File: src/rtl/pio_pkg.sv
package pio_pkg;
  typedef enum logic [1:0] {
    SEL_PA   = 2'b00,
    SEL_PB   = 2'b01,
    SEL_CTL  = 2'b10,
    SEL_STAT = 2'b11
  } pio_sel_e;

  localparam int NUM_REGS    = 4;
  localparam int DIR_A_BIT   = 0;
  localparam int DIR_B_BIT   = 1;
  localparam int ST_RDY_BIT  = 0;
  localparam int ST_PERR_BIT = 1;
endpackage

File: src/rtl/pio_decode.sv
module pio_decode
  import pio_pkg::*;
(
  input  logic                clk,
  input  logic                rst,
  input  logic                cs,
  input  logic [1:0]          rsel,
  input  logic                io_rd,
  input  logic                io_wr,
  output logic [NUM_REGS-1:0] wr_en,
  output logic [NUM_REGS-1:0] rd_en
);
  for (genvar i = 0; i < NUM_REGS; i++) begin : g_sel
    assign wr_en[i] = cs && io_wr && (rsel == 2'(i));
    assign rd_en[i] = cs && io_rd && (rsel == 2'(i));
  end

  AST_RDWR_EXCL: assert property (@(posedge clk) disable iff (rst)
    cs |-> !(io_rd && io_wr));
endmodule

File: src/rtl/pio_data_port.sv
module pio_data_port #(
  parameter int W       = 8,
  parameter bit STROBED = 1'b1
) (
  input  logic         clk,
  input  logic         rst,
  input  logic         out_mode,
  input  logic         bus_wr,
  input  logic [W-1:0] bus_d,
  input  logic [W-1:0] dev_d,
  input  logic         dev_stb,
  output logic         capture,
  output logic [W-1:0] q
);
  if (STROBED) begin : g_strobed
    assign capture = !out_mode && dev_stb;
  end else begin : g_sampled
    assign capture = !out_mode;
  end

  always_ff @(posedge clk) begin
    if (rst)                     q <= '0;
    else if (capture)            q <= dev_d;
    else if (out_mode && bus_wr) q <= bus_d;
  end

  AST_OUT_HOLD: assert property (@(posedge clk) disable iff (rst)
    (out_mode && !bus_wr) |=> (q == $past(q)));
  AST_OUT_LOAD: assert property (@(posedge clk) disable iff (rst)
    (out_mode && bus_wr) |=> (q == $past(bus_d)));

  if (STROBED) begin : g_chk_strobed
    AST_IN_NO_STB_HOLD: assert property (@(posedge clk) disable iff (rst)
      (!out_mode && !dev_stb) |=> (q == $past(q)));
  end
endmodule

File: src/rtl/pio_status.sv
module pio_status #(
  parameter int W = 8
) (
  input  logic         clk,
  input  logic         rst,
  input  logic         cap,
  input  logic [W-1:0] cap_data,
  input  logic         cap_par,
  input  logic         rd_port,
  input  logic         rd_stat,
  output logic         rdy,
  output logic         perr
);
  logic odd_ones;
  assign odd_ones = ^{cap_data, cap_par};

  always_ff @(posedge clk) begin
    if (rst) begin
      rdy  <= 1'b0;
      perr <= 1'b0;
    end else begin
      if (cap)          rdy <= 1'b1;
      else if (rd_port) rdy <= 1'b0;
      if (cap && odd_ones) perr <= 1'b1;
      else if (rd_stat)    perr <= 1'b0;
    end
  end

  AST_RDY_SET: assert property (@(posedge clk) disable iff (rst)
    cap |=> rdy);
  AST_RDY_CLR: assert property (@(posedge clk) disable iff (rst)
    (rd_port && !cap) |=> !rdy);
  AST_PERR_CLR: assert property (@(posedge clk) disable iff (rst)
    (rd_stat && !cap) |=> !perr);
  AST_PERR_HOLD: assert property (@(posedge clk) disable iff (rst)
    (!cap && !rd_stat) |=> (perr == $past(perr)));
endmodule

File: src/rtl/quad_reg_pio.sv
module quad_reg_pio
  import pio_pkg::*;
#(
  parameter int W = 8
) (
  input  logic         clk,
  input  logic         rst,
  input  logic         cs,
  input  logic [1:0]   rsel,
  input  logic         io_rd,
  input  logic         io_wr,
  input  logic [W-1:0] bus_din,
  output logic [W-1:0] bus_dout,
  output logic         bus_oe,
  input  logic [W-1:0] pa_in,
  input  logic         pa_par,
  input  logic         pa_stb,
  output logic [W-1:0] pa_out,
  output logic         pa_oe,
  input  logic [W-1:0] pb_in,
  output logic [W-1:0] pb_out,
  output logic         pb_oe
);
  localparam int STAT_PAD = W - 2;

  logic [NUM_REGS-1:0] wr_en, rd_en;
  logic [W-1:0]        ctl_q, a_q, b_q, stat_w, rd_mux;
  logic                a_cap, b_cap, rdy, perr;

  pio_decode u_dec (
    .clk(clk), .rst(rst), .cs(cs), .rsel(rsel), .io_rd(io_rd), .io_wr(io_wr),
    .wr_en(wr_en), .rd_en(rd_en)
  );

  always_ff @(posedge clk) begin
    if (rst)               ctl_q <= '0;
    else if (wr_en[SEL_CTL]) ctl_q <= bus_din;
  end

  pio_data_port #(.W(W), .STROBED(1'b1)) u_port_a (
    .clk(clk), .rst(rst), .out_mode(ctl_q[DIR_A_BIT]), .bus_wr(wr_en[SEL_PA]),
    .bus_d(bus_din), .dev_d(pa_in), .dev_stb(pa_stb), .capture(a_cap), .q(a_q)
  );

  pio_data_port #(.W(W), .STROBED(1'b0)) u_port_b (
    .clk(clk), .rst(rst), .out_mode(ctl_q[DIR_B_BIT]), .bus_wr(wr_en[SEL_PB]),
    .bus_d(bus_din), .dev_d(pb_in), .dev_stb(1'b0), .capture(b_cap), .q(b_q)
  );

  pio_status #(.W(W)) u_stat (
    .clk(clk), .rst(rst), .cap(a_cap), .cap_data(pa_in), .cap_par(pa_par),
    .rd_port(rd_en[SEL_PA]), .rd_stat(rd_en[SEL_STAT]), .rdy(rdy), .perr(perr)
  );

  assign stat_w = {{STAT_PAD{1'b0}}, perr, rdy};

  always_comb begin
    unique case (pio_sel_e'(rsel))
      SEL_PA:   rd_mux = a_q;
      SEL_PB:   rd_mux = b_q;
      SEL_CTL:  rd_mux = ctl_q;
      SEL_STAT: rd_mux = stat_w;
      default:  rd_mux = '0;
    endcase
  end

  always_ff @(posedge clk) begin
    if (rst) begin
      bus_dout <= '0;
      bus_oe   <= 1'b0;
    end else begin
      bus_oe   <= cs && io_rd;
      bus_dout <= (cs && io_rd) ? rd_mux : '0;
    end
  end

  assign pa_out = a_q;
  assign pa_oe  = ctl_q[DIR_A_BIT];
  assign pb_out = b_q;
  assign pb_oe  = ctl_q[DIR_B_BIT];

  AST_OE_ON_READ: assert property (@(posedge clk) disable iff (rst)
    (cs && io_rd) |=> bus_oe);
  AST_OE_IDLE: assert property (@(posedge clk) disable iff (rst)
    !(cs && io_rd) |=> !bus_oe);
  AST_DOUT_QUIET: assert property (@(posedge clk) disable iff (rst)
    !bus_oe |-> (bus_dout == '0));
  AST_CTL_HOLD: assert property (@(posedge clk) disable iff (rst)
    !(cs && io_wr && rsel == SEL_CTL) |=> $stable(ctl_q));
endmodule

File: config.mk
export PLATFORM = sky130hd
export DESIGN_NAME = quad_reg_pio
export DESIGN_NICKNAME = d
export VERILOG_FILES = /design/src/rtl/pio_pkg.sv /design/src/rtl/pio_decode.sv /design/src/rtl/pio_data_port.sv /design/src/rtl/pio_status.sv /design/src/rtl/quad_reg_pio.sv
export SDC_FILE = /design/constraint.sdc
export NUM_CORES = 1
export LEC_CHECK = 0
export BUFFER_PORTS_ARGS = -buffer_cell sky130_fd_sc_hd__buf_2
export CORE_MARGIN = 8
export CORE_UTILIZATION = 35
export DETAILED_ROUTE_END_ITERATION = 10
export PLACE_DENSITY = 0.71
export SYNTH_ARGS = -nofsm -noshare
export SYNTH_HDL_FRONTEND = slang
export SYNTH_SLANG_ARGS = --single-unit
File: constraint.sdc
create_clock -name clk -period 1.8 [get_ports clk]
set_input_delay 0.36 -clock clk [delete_from_list [all_inputs] [get_ports clk]]
set_output_delay 0.36 -clock clk [all_outputs]
set_load 0.02 [all_outputs]
# Word-level counts from Yosys, hierarchy flattened
# Index checks and enable logic that the tools add are counted.
[totals]
wordCells = 39
mem_count = 0
latchBits = 0
register_bits = 35
mem_bits_rw = 0
romBits = 0
output_inout_bits = 27
input_bits = 33
[op_classes]
n_div = 0
mux = 9
n_addsub = 0
n_lt_le_gt_ge = 0
n_shift = 0
n_eq_ne = 4
mul = 0
n_reduce_logical = 18
bitwise = 1
[ops]
columns = ["op", "n"]
rows = [
  ["$mux W8", 4],
  ["$pmux W8 S4", 1],
  ["$logic_and A1 B1 Y1", 11],
  ["$reduce_xor A9 Y1", 1],
  ["$reduce_bool A2 Y1", 3],
  ["$eq A2 B2 Y1 const B", 2],
  ["$mux W1", 4],
  ["$eq A2 B1 Y1 const B", 1],
  ["$logic_not A2 Y1", 1],
  ["$ne A2 B1 Y1 const B", 1],
  ["$reduce_or A2 Y1", 1],
  ["$logic_not A1 Y1", 1],
  ["$not A1 Y1", 1],
]

# Longest topological paths before layout
# Gate-level depths: netlist of the first run.
[logic_depth]
depth_word = 5
ltp_mapped = 6
mapped_depth_nobuf = 4

# Cells and area by module
# From an unflattened synthesis of the first run, not the netlist that was laid out.
[hier_totals]
cells_unflattened = 168
hier_area_um2 = 1711.6
[modules_own_cells]
columns = ["module", "area_each_um2", "seq_area_each_um2", "cells_each", "n_inst"]
rows = [
  ["quad_reg_pio", 719.4, 340.3, 69, 1],
  ["pio_data_port (u_port_a)", 382.9, 160.2, 38, 1],
  ["pio_data_port (u_port_b)", 367.9, 160.2, 37, 1],
  ["pio_status", 151.4, 40.0, 16, 1],
  ["pio_decode", 90.1, 0.0, 8, 1],
]

# Worst setup path before layout of the first run
# No wires, ideal clock.
[synth_timing]
kind = "reg-to-reg"
start = "register ctl_q[0]"
end = "register u_port_a.q[1]"
stages_incl_launch_ff = 7
path_slack_ps = 401
setup_ps = 137
required_ps = 1663
arrival_ps = 1262
n_path_buf = 2
period_less_slack_ps = 1399
cell_sequence = "dfxtp_1 -> nor2b_2 -> buf_6 -> a41o_4 -> buf_6 -> nor2_1 -> a311oi_2"
[synth_between]
elab_chain_cells = 3
elab_cells_between_ends = 5
cone_classes = "1 x mux; 4 x reduce/logical"
[synth_rtl]
columns = ["item", "line_no", "rtl"]
rows = [
  ["start: declaration", "quad_reg_pio.sv:27", "logic [W-1:0] ctl_q, a_q, b_q, stat_w, rd_mux;"],
  ["start signal: assignment", "quad_reg_pio.sv:37", "else if (wr_en[SEL_CTL]) ctl_q <= bus_din;"],
  ["$logic_not A1 Y1", "pio_data_port.sv:16", "assign capture = !out_mode && dev_stb;"],
  ["$logic_and A1 B1 Y1", "pio_data_port.sv:16", ""],
  ["$mux W8 or $reduce_bool A2 Y1 (tied branches)", "n/a", ""],
  ["end signal: assignment", "pio_data_port.sv:23", "else if (capture) q <= dev_d;"],
  ["end signal: assignment", "pio_data_port.sv:24", "else if (out_mode && bus_wr) q <= bus_d;"],
  ["end: declaration", "pio_data_port.sv:13", "output logic [W-1:0] q"],
]
# Parallel ways exist; a longest one is shown, timed or not.
# A chain may end at the register's enable or synchronous reset.

# Worst setup path in the final report of the first run
[layout_timing]
start = "register ctl_q[1]"
end = "output pb_oe"
[layout_lines]
columns = ["item", "line_no", "rtl"]
rows = [
  ["end: declaration", "quad_reg_pio.sv:22", "output logic pb_oe"],
]
# No word-level cell between the ends.

==> metrics.yaml, run 1 <==
status: "completed"
regToRegStartpoint: "ctl_q[0]$_SDFFE_PP0P_"
end_kind: "output pin"
synthDistinctLibCells: 32
track_usage_pct: 12.80
portBuffers: 59
path_cells: "buf_2"
critical_path.top_delay_family: "flip-flops"
hold_path.class: "input port to flip-flop"
finalWirelength_um: 4399
stdcell_area_sq_um: 2044
seq_area_sq_um: 700.7
postSynth.asyncResetShare_pct: 0
clk_latency_ps: 290
rows: 25
arrival_ps: 1010
hp-start: "bus_din[5]"
netlist_instances: 182
utilization_pct: 44.16
num_vias: 1460
hold_viol: 0
synth-adder-area-share_pct: 0
start_kind: "flip-flop"
placed_cells: 286
rsz0062_at_grt: "no"
postRouteAntennaNets: 0
hold_slack_ps: 339.0
multi_input_area_sq_um: 874.6
cpPeakStageDelay_ps: 500
clock-root-buffer: "clkbuf_8"
grt_max_degree: 26
globalplace.congestion: 0.7767
final-instance-count-excl-fill: 292
drive_gt1_share_pct: 33.61
io_pins: 60
grt_remaining_overflow: 0
relSlewSlack_pct: 66.29
synth_top_family_by_area: "simple AND/OR/NAND/NOR gates"
numCtsBuffers: 5
finalCritPeriodShare_pct: 76.34
layout_min_cycle_time_ps: 1374
tns_ps: 0
start_util_pct: 35.78
ys_ff_latch: 35
path_class: "flip-flop to output pin"
placed_area_sq_um: 1972
ctsHoldBuffers: 0
fmax_mhz: 727.7
die_w_um: 84.80
die-area_sq_um: 7190
htreeDepth: 2
cts_resized: 0
clkSinkCount: 35
crit_path_max_fanout: 7
ys_warn_count: 0
synth-xor-area-share_pct: 4.305
startpoint: "ctl_q[1]$_SDFFE_PP0P_"
detail_route.iter0.violations: 71
setup_violations: 0
cts_tree: "yes"
synth_area_sq_um: 1657
drv_slew: 0
wl_per_cell_um: 15.07
ys.flop_type: "dfxtp_1"
critPathBufInv: 1
drc: 0
grt_pass1_wl_um: 7251
synth_edf_count: 0
tightest_slew_ps: 504.5
synth_nets: 215
ctsLongestPathBuffers: 2
drv_cap: 0
max-vdd-ir-drop_v: 0.0002750
areaGrowthSynthToFinish_pct: 23.41
synth_mux_area_share_pct: 11.40
leakage_nw: 0.9198
cts.clk_slew.worst_paths_ps: 60
synth-simple-area-share_pct: 19.11
power_density_nw_per_um2: 811.5
dp.final_hpwl_um: 3463
synth_compound_area_share_pct: 17.98
core_sq_um: 4629
die_y_um: 84.80
fin_skew_ps: 4.816
mostFrequentLayoutCells: "buf_2 (59), nand2_1 (37), dfxtp_1 (35)"
nNetsFinal: 272
grt_pass1_vias: 1451
first_pass_iters: 4
final.fill_count: 484
syn_area_per_cell_sq_um: 9.102
cp_slowest_cell: "dfxtp_1"
layout_commonest_cell: "buf_2"
via_per_inst: 5.000
yosysSeqAreaShare_pct: 42.30
cp.required_ps: 1440
antenna_found_initial: 0
diodes: 0
postCtsSetupBuffers: 0
[layer usage]
layer,up-vias,part of all wire [%],GRT usage [%]
met2,48,49,20.47
met5,-,0,0
met1,660,41,14.79
met4,0,2.3,6.472
met3,8,7.7,4.390
li1,744,-,-
[per-stage QoR]
stage          worst slack, ps  power (mW)
6_report                 425.8       1.659
2_1_floorplan            401.5       1.058
5_1_grt                  346.3       1.740
3_3_place_gp             310.5       1.165
3_5_place_dp             205.5       1.170
4_1_cts                  413.4       1.676
[state kept, by name (all words and copies together) (netlist names)]
name / cells
bus_dout: 8
u_stat.rdy: 1
u_port_a.q: 8
bus_oe: 1
u_port_b.q: 8
u_stat.perr: 1
ctl_q: 8
[layout make-up]
class                   instances  share of cell area [%]
inverters                       1                  0.1836
multi-input cells             133                   42.78
flip-flops and latches         35                   34.27
well taps                      54                   3.305
clock buffers                   6                   3.550
repair buffers                 63                   15.91
[power breakdown]
part	internal [mW]	switching, mW
clock network	0.257	0.251
logic	0.133	0.174
registers	0.815	0.0297
[Yosys cell counts, types with 2 or more instances]
cell type	n	area share (%)
clkbuf_1	3	0.68
a21oi_1	15	4.5
buf_2	4	1.2
nor2_1	30	6.8
buf_4	2	0.91
xnor2_1	2	1.1
xnor3_1	2	2.7
and2_1	2	0.76
a211oi_1	8	3.6
buf_6	2	1.4
a311oi_2	8	7.3
mux2i_1	14	8.5
dfxtp_1	35	42
nand2_1	37	8.4
[final timing paths]
path                           endpoint  slack [ps]  cells past startpoint
min               ctl_q[5]$_SDFFE_PP0P_         340                      3
max                               pb_oe         430                      1
max reg2reg  u_port_a.q[0]$_SDFFE_PP0P_         470                      3
min reg2reg       ctl_q[4]$_SDFFE_PP0P_         450                      2
[kinds of logic (layout without fill, tap and decap cells)]
family / Yosys count / in the layout
XOR/XNOR: 5 / 5
AO/OA/AOI/OAI: 35 / 35
buffers and inverters: 14 / 70
AND/OR/NAND/NOR: 77 / 77
multiplexers: 16 / 16
flip-flops: 35 / 35
Power figures use the tool's default switching activity.
==> inputs of run 2 (changes only) <==
clock period = 1.27 ns   (was 1.8 ns; I/O delays follow)
==> run 2 against run 1 <==
Via count up 0.82%. Non-clock buffer count up 12. Flip-flop and latch count is the same. Largest cell class unchanged. First-iteration DRC count decreased by 21%. Largest power group unchanged. Die area is the same.
==> metrics.yaml, run 2 (synthesized netlist as in run 1, its figures left out) <==
status: "completed"
seq_area_sq_um: 704.4
p_int_mw: 1.746
grt_max_degree: 17
switching_share_pct: 27.12
critPathBufInv: 2
first_pass_iters: 5
cts.clk_slew.worst_paths_ps: 60
wl_per_cell_um: 14.16
arrival_ps: 970
placed_cells: 298
critical_path.top_delay_family: "flip-flops"
dp.final_hpwl_um: 3499
power_density_nw_per_um2: 1108
crit_path_max_fanout: 5
drc: 0
finalCritPeriodShare_pct: 96.02
die-area_sq_um: 7190
via_per_inst: 4.810
grt_remaining_overflow: 0
ctsLongestPathBuffers: 2
tns_ps: 0
detail_route.iter0.violations: 56
htreeDepth: 2
start_util_pct: 35.78
grt_pass1_wl_um: 7127
clock-root-buffer: "clkbuf_8"
placed_area_sq_um: 2078
pwr-share-clk_pct: 31.0
hold_path.class: "input port to flip-flop"
drv_slew: 0
layout_commonest_cell: "buf_2"
end_kind: "output pin"
path_cells: "buf_4 -> buf_2"
relSlewSlack_pct: 84.06
num_vias: 1472
ctsHoldBuffers: 0
nNetsFinal: 284
clk_latency_ps: 280
final-instance-count-excl-fill: 306
fmax_mhz: 820.0
rsz0062_at_grt: "no"
pwr-share-comb_pct: 19.1
core_sq_um: 4629
postRouteAntennaNets: 0
layout_min_cycle_time_ps: 1219
antenna_found_initial: 0
track_usage_pct: 12.44
finalPower_mw: 2.396
globalplace.congestion: 0.8469
portBuffers: 59
finalWirelength_um: 4333
stdcell_area_sq_um: 2162
clkSinkCount: 35
grt_pass1_vias: 1503
seq_power_share_pct: 49.9
fin_skew_ps: 8.560
setup_violations: 0
rows: 25
drive_gt1_share_pct: 37.70
diodes: 0
cts_resized: 0
drv_cap: 0
max-vdd-ir-drop_v: 0.0005780
areaGrowthSynthToFinish_pct: 30.51
cpPeakStageDelay_ps: 360
cp.required_ps: 1020
p_sw_mw: 0.6498
utilization_pct: 46.70
path_class: "flip-flop to output pin"
mostFrequentLayoutCells: "buf_2 (59), nand2_1 (37), dfxtp_1 (34)"
start_kind: "flip-flop"
tightest_slew_ps: 236.6
cts_tree: "yes"
cp_slowest_cell: "dfxtp_1"
numCtsBuffers: 5
hold_viol: 0
leakage_nw: 0.9896
die_y_um: 84.80
final.fill_count: 459
io_pins: 60
die_w_um: 84.80
multi_input_area_sq_um: 877.1
postCtsSetupBuffers: 0
## run 2: changes by cell type in the layout (fill, tap and decap cells not counted)
cell and change:
buf_4 +11, clkbuf_1 +1, buf_12 +1, nand2b_2 +1
nand2b_1 -1, dfxtp_4 +1, clkinv_2 +1, dfxtp_1 -1
## run 2: final cells by class
| type | count | share of cell area [%] |
|---|---|---|
| clock inverters | 1 | 0.2315 |
| inverters | 1 | 0.1736 |
| clock buffers | 7 | 3.530 |
| well taps | 54 | 3.125 |
| flip-flops and latches | 35 | 32.58 |
| repair buffers | 75 | 19.79 |
| multi-input cells | 133 | 40.57 |
## run 2: through the flow
step | worst slack [ps] | hold slack, ps
4_1_cts | 34.15 | 225.8
3_5_place_dp | 3.467 | 448.2
6_report | 50.54 | 229.9
2_1_floorplan | 18.05 | 379.6
3_3_place_gp | 22.87 | 443.8
5_1_grt | 9.622 | 246.4
## run 2: final timing paths
path,end,depth (start not counted),start,slack (ps)
worst max register to register,u_port_a.q[4]$_SDFFE_PP0P_,4,ctl_q[0]$_SDFFE_PP0P_,90
worst min register to register,ctl_q[7]$_SDFFE_PP0P_,2,ctl_q[7]$_SDFFE_PP0P_,460
worst min-delay path,ctl_q[0]$_SDFFE_PP0P_,3,bus_din[0],230
worst max-delay path,pb_oe,2,ctl_q[1]$_SDFFE_PP0P_,50
## run 2: worst min-delay path: stages
cell and delay [ps]:
buf_2 120, nand2_1 50, a21oi_1 50
## run 2: power by group through the flow
| stage | clock network, mW | registers [mW] | logic (mW) |
|---|---|---|---|
| floorplan | 0 | 1.26 | 0.237 |
| global placement | 0 | 1.22 | 0.455 |
| detailed placement | 0 | 1.22 | 0.460 |
| CTS | 0.770 | 1.20 | 0.461 |
| global route | 0.804 | 1.20 | 0.497 |
| finish | 0.742 | 1.20 | 0.458 |
## run 2: metal layers
metal | up-vias | GRT usage, % | share of wire, % | wire, um
li1 | 769 | - | - | -
met5 | - | 0 | 0 | 0
met1 | 649 | 14.71 | 46 | 1997
met3 | 9 | 4.195 | 5.6 | 243
met4 | 0 | 5.663 | 1.9 | 83
met2 | 45 | 19.83 | 46 | 2009
==> inputs of run 3 (changes only) <==
CTS_BUF_LIST = sky130_fd_sc_hd__clkbuf_8   (was not set)
==> run 3 against run 2 <==
Register-to-register slack hardly changed. Non-clock buffer count unchanged. Utilization is the same. Clock skew about the same. Cell count is the same. Cell area unchanged. Die area unchanged. Power decreased by 0.63%. Critical path type unchanged.
==> metrics.yaml, run 3 (synthesized netlist as in run 1, its figures left out) <==
track_usage_pct: 12.44
start_util_pct: 35.78
mostFrequentLayoutCells: "buf_2 (59), nand2_1 (37), dfxtp_1 (34)"
die-area_sq_um: 7190
tightest_slew_ps: 236.6
cp.required_ps: 1020
end_kind: "output pin"
drc: 0
areaGrowthSynthToFinish_pct: 30.51
rows: 25
num_vias: 1472
diodes: 0
clock-root-buffer: "clkbuf_8"
postRouteAntennaNets: 0
setup_violations: 0
cts_tree: "yes"
status: "completed"
htreeDepth: 2
relSlewSlack_pct: 84.06
tns_ps: 0
io_pins: 60
clkSinkCount: 35
arrival_ps: 970
start_kind: "flip-flop"
detail_route.iter0.violations: 56
rsz0062_at_grt: "no"
wl_per_cell_um: 14.15
drv_slew: 0
cts_resized: 0
grt_remaining_overflow: 0
power_density_nw_per_um2: 1101
portBuffers: 59
die_y_um: 84.80
core_sq_um: 4629
clk_latency_ps: 280
crit_path_max_fanout: 5
drive_gt1_share_pct: 37.70
drv_cap: 0
cts.clk_slew.worst_paths_ps: 60
globalplace.congestion: 0.8469
antenna_found_initial: 0
die_w_um: 84.80
nNetsFinal: 284
grt_max_degree: 17
fin_skew_ps: 8.706
final-instance-count-excl-fill: 306
via_per_inst: 4.810
ctsHoldBuffers: 0
layout_commonest_cell: "buf_2"
postCtsSetupBuffers: 0
fmax_mhz: 819.8
finalCritPeriodShare_pct: 96.04
finalWirelength_um: 4331
hold_path.class: "input port to flip-flop"
ctsLongestPathBuffers: 2
first_pass_iters: 5
numCtsBuffers: 5
layout_min_cycle_time_ps: 1220
path_class: "flip-flop to output pin"
max-vdd-ir-drop_v: 0.0005788
dp.final_hpwl_um: 3499
placed_cells: 298
grt_pass1_vias: 1503
grt_pass1_wl_um: 7127
utilization_pct: 46.70
leakage_nw: 0.9979
hold_viol: 0
==> run 3: per-stage QoR <==
stage	setup WS (ps)	hold slack, ps	area (sq um)	total power, mW
5_1_grt	9.476	246.3	2162	2.486
3_3_place_gp	22.87	443.8	2078	1.675
3_5_place_dp	3.467	448.2	2078	1.680
6_report	50.26	230.6	2162	2.381
2_1_floorplan	18.05	379.6	1660	1.498
4_1_cts	33.79	225.5	2160	2.411
==> run 3: path summary, 6_finish.rpt <==
kind                          from                          to  slack (ps)  depth (start not counted)
max          ctl_q[1]$_SDFFE_PP0P_                       pb_oe          50                          2
min                     bus_din[0]       ctl_q[0]$_SDFFE_PP0P_         230                          3
max reg2reg  ctl_q[0]$_SDFFE_PP0P_  u_port_a.q[4]$_SDFFE_PP0P_          90                          4
min reg2reg  ctl_q[7]$_SDFFE_PP0P_       ctl_q[7]$_SDFFE_PP0P_         460                          2
==> run 3: per-layer routing <==
metal	vias to the layer above	track usage (%)	wire length, um
li1	769	-	-
met1	649	14.71	1997
met2	45	19.83	2007
met3	9	4.195	243
met4	0	5.663	83
met5	-	0	0
==> run 3: report_power, final <==
group | internal [mW] | switching, mW | leakage [nW]
Combinational | 0.208 | 0.250 | 0.659
Sequential | 1.15 | 0.0414 | 0.288
Clock | 0.368 | 0.360 | 0.0505
Total | 1.73 | 0.651 | 0.998
==> run 3: area by class of cell <==
cell class / instances / area [sq um]
inverter: 1 / 3.754
multi-input combinational: 133 / 877.1
fill: 459 / 2467
sequential: 35 / 704.4
timing repair buffer: 75 / 427.9
tap: 54 / 67.56
clock buffer: 5 / 68.82
clock inverter: 3 / 12.51
==> run 3: critical path: stages, from the launching register on <==
cell and delay (ps):
dfxtp_1 360, buf_4 160, buf_2 160
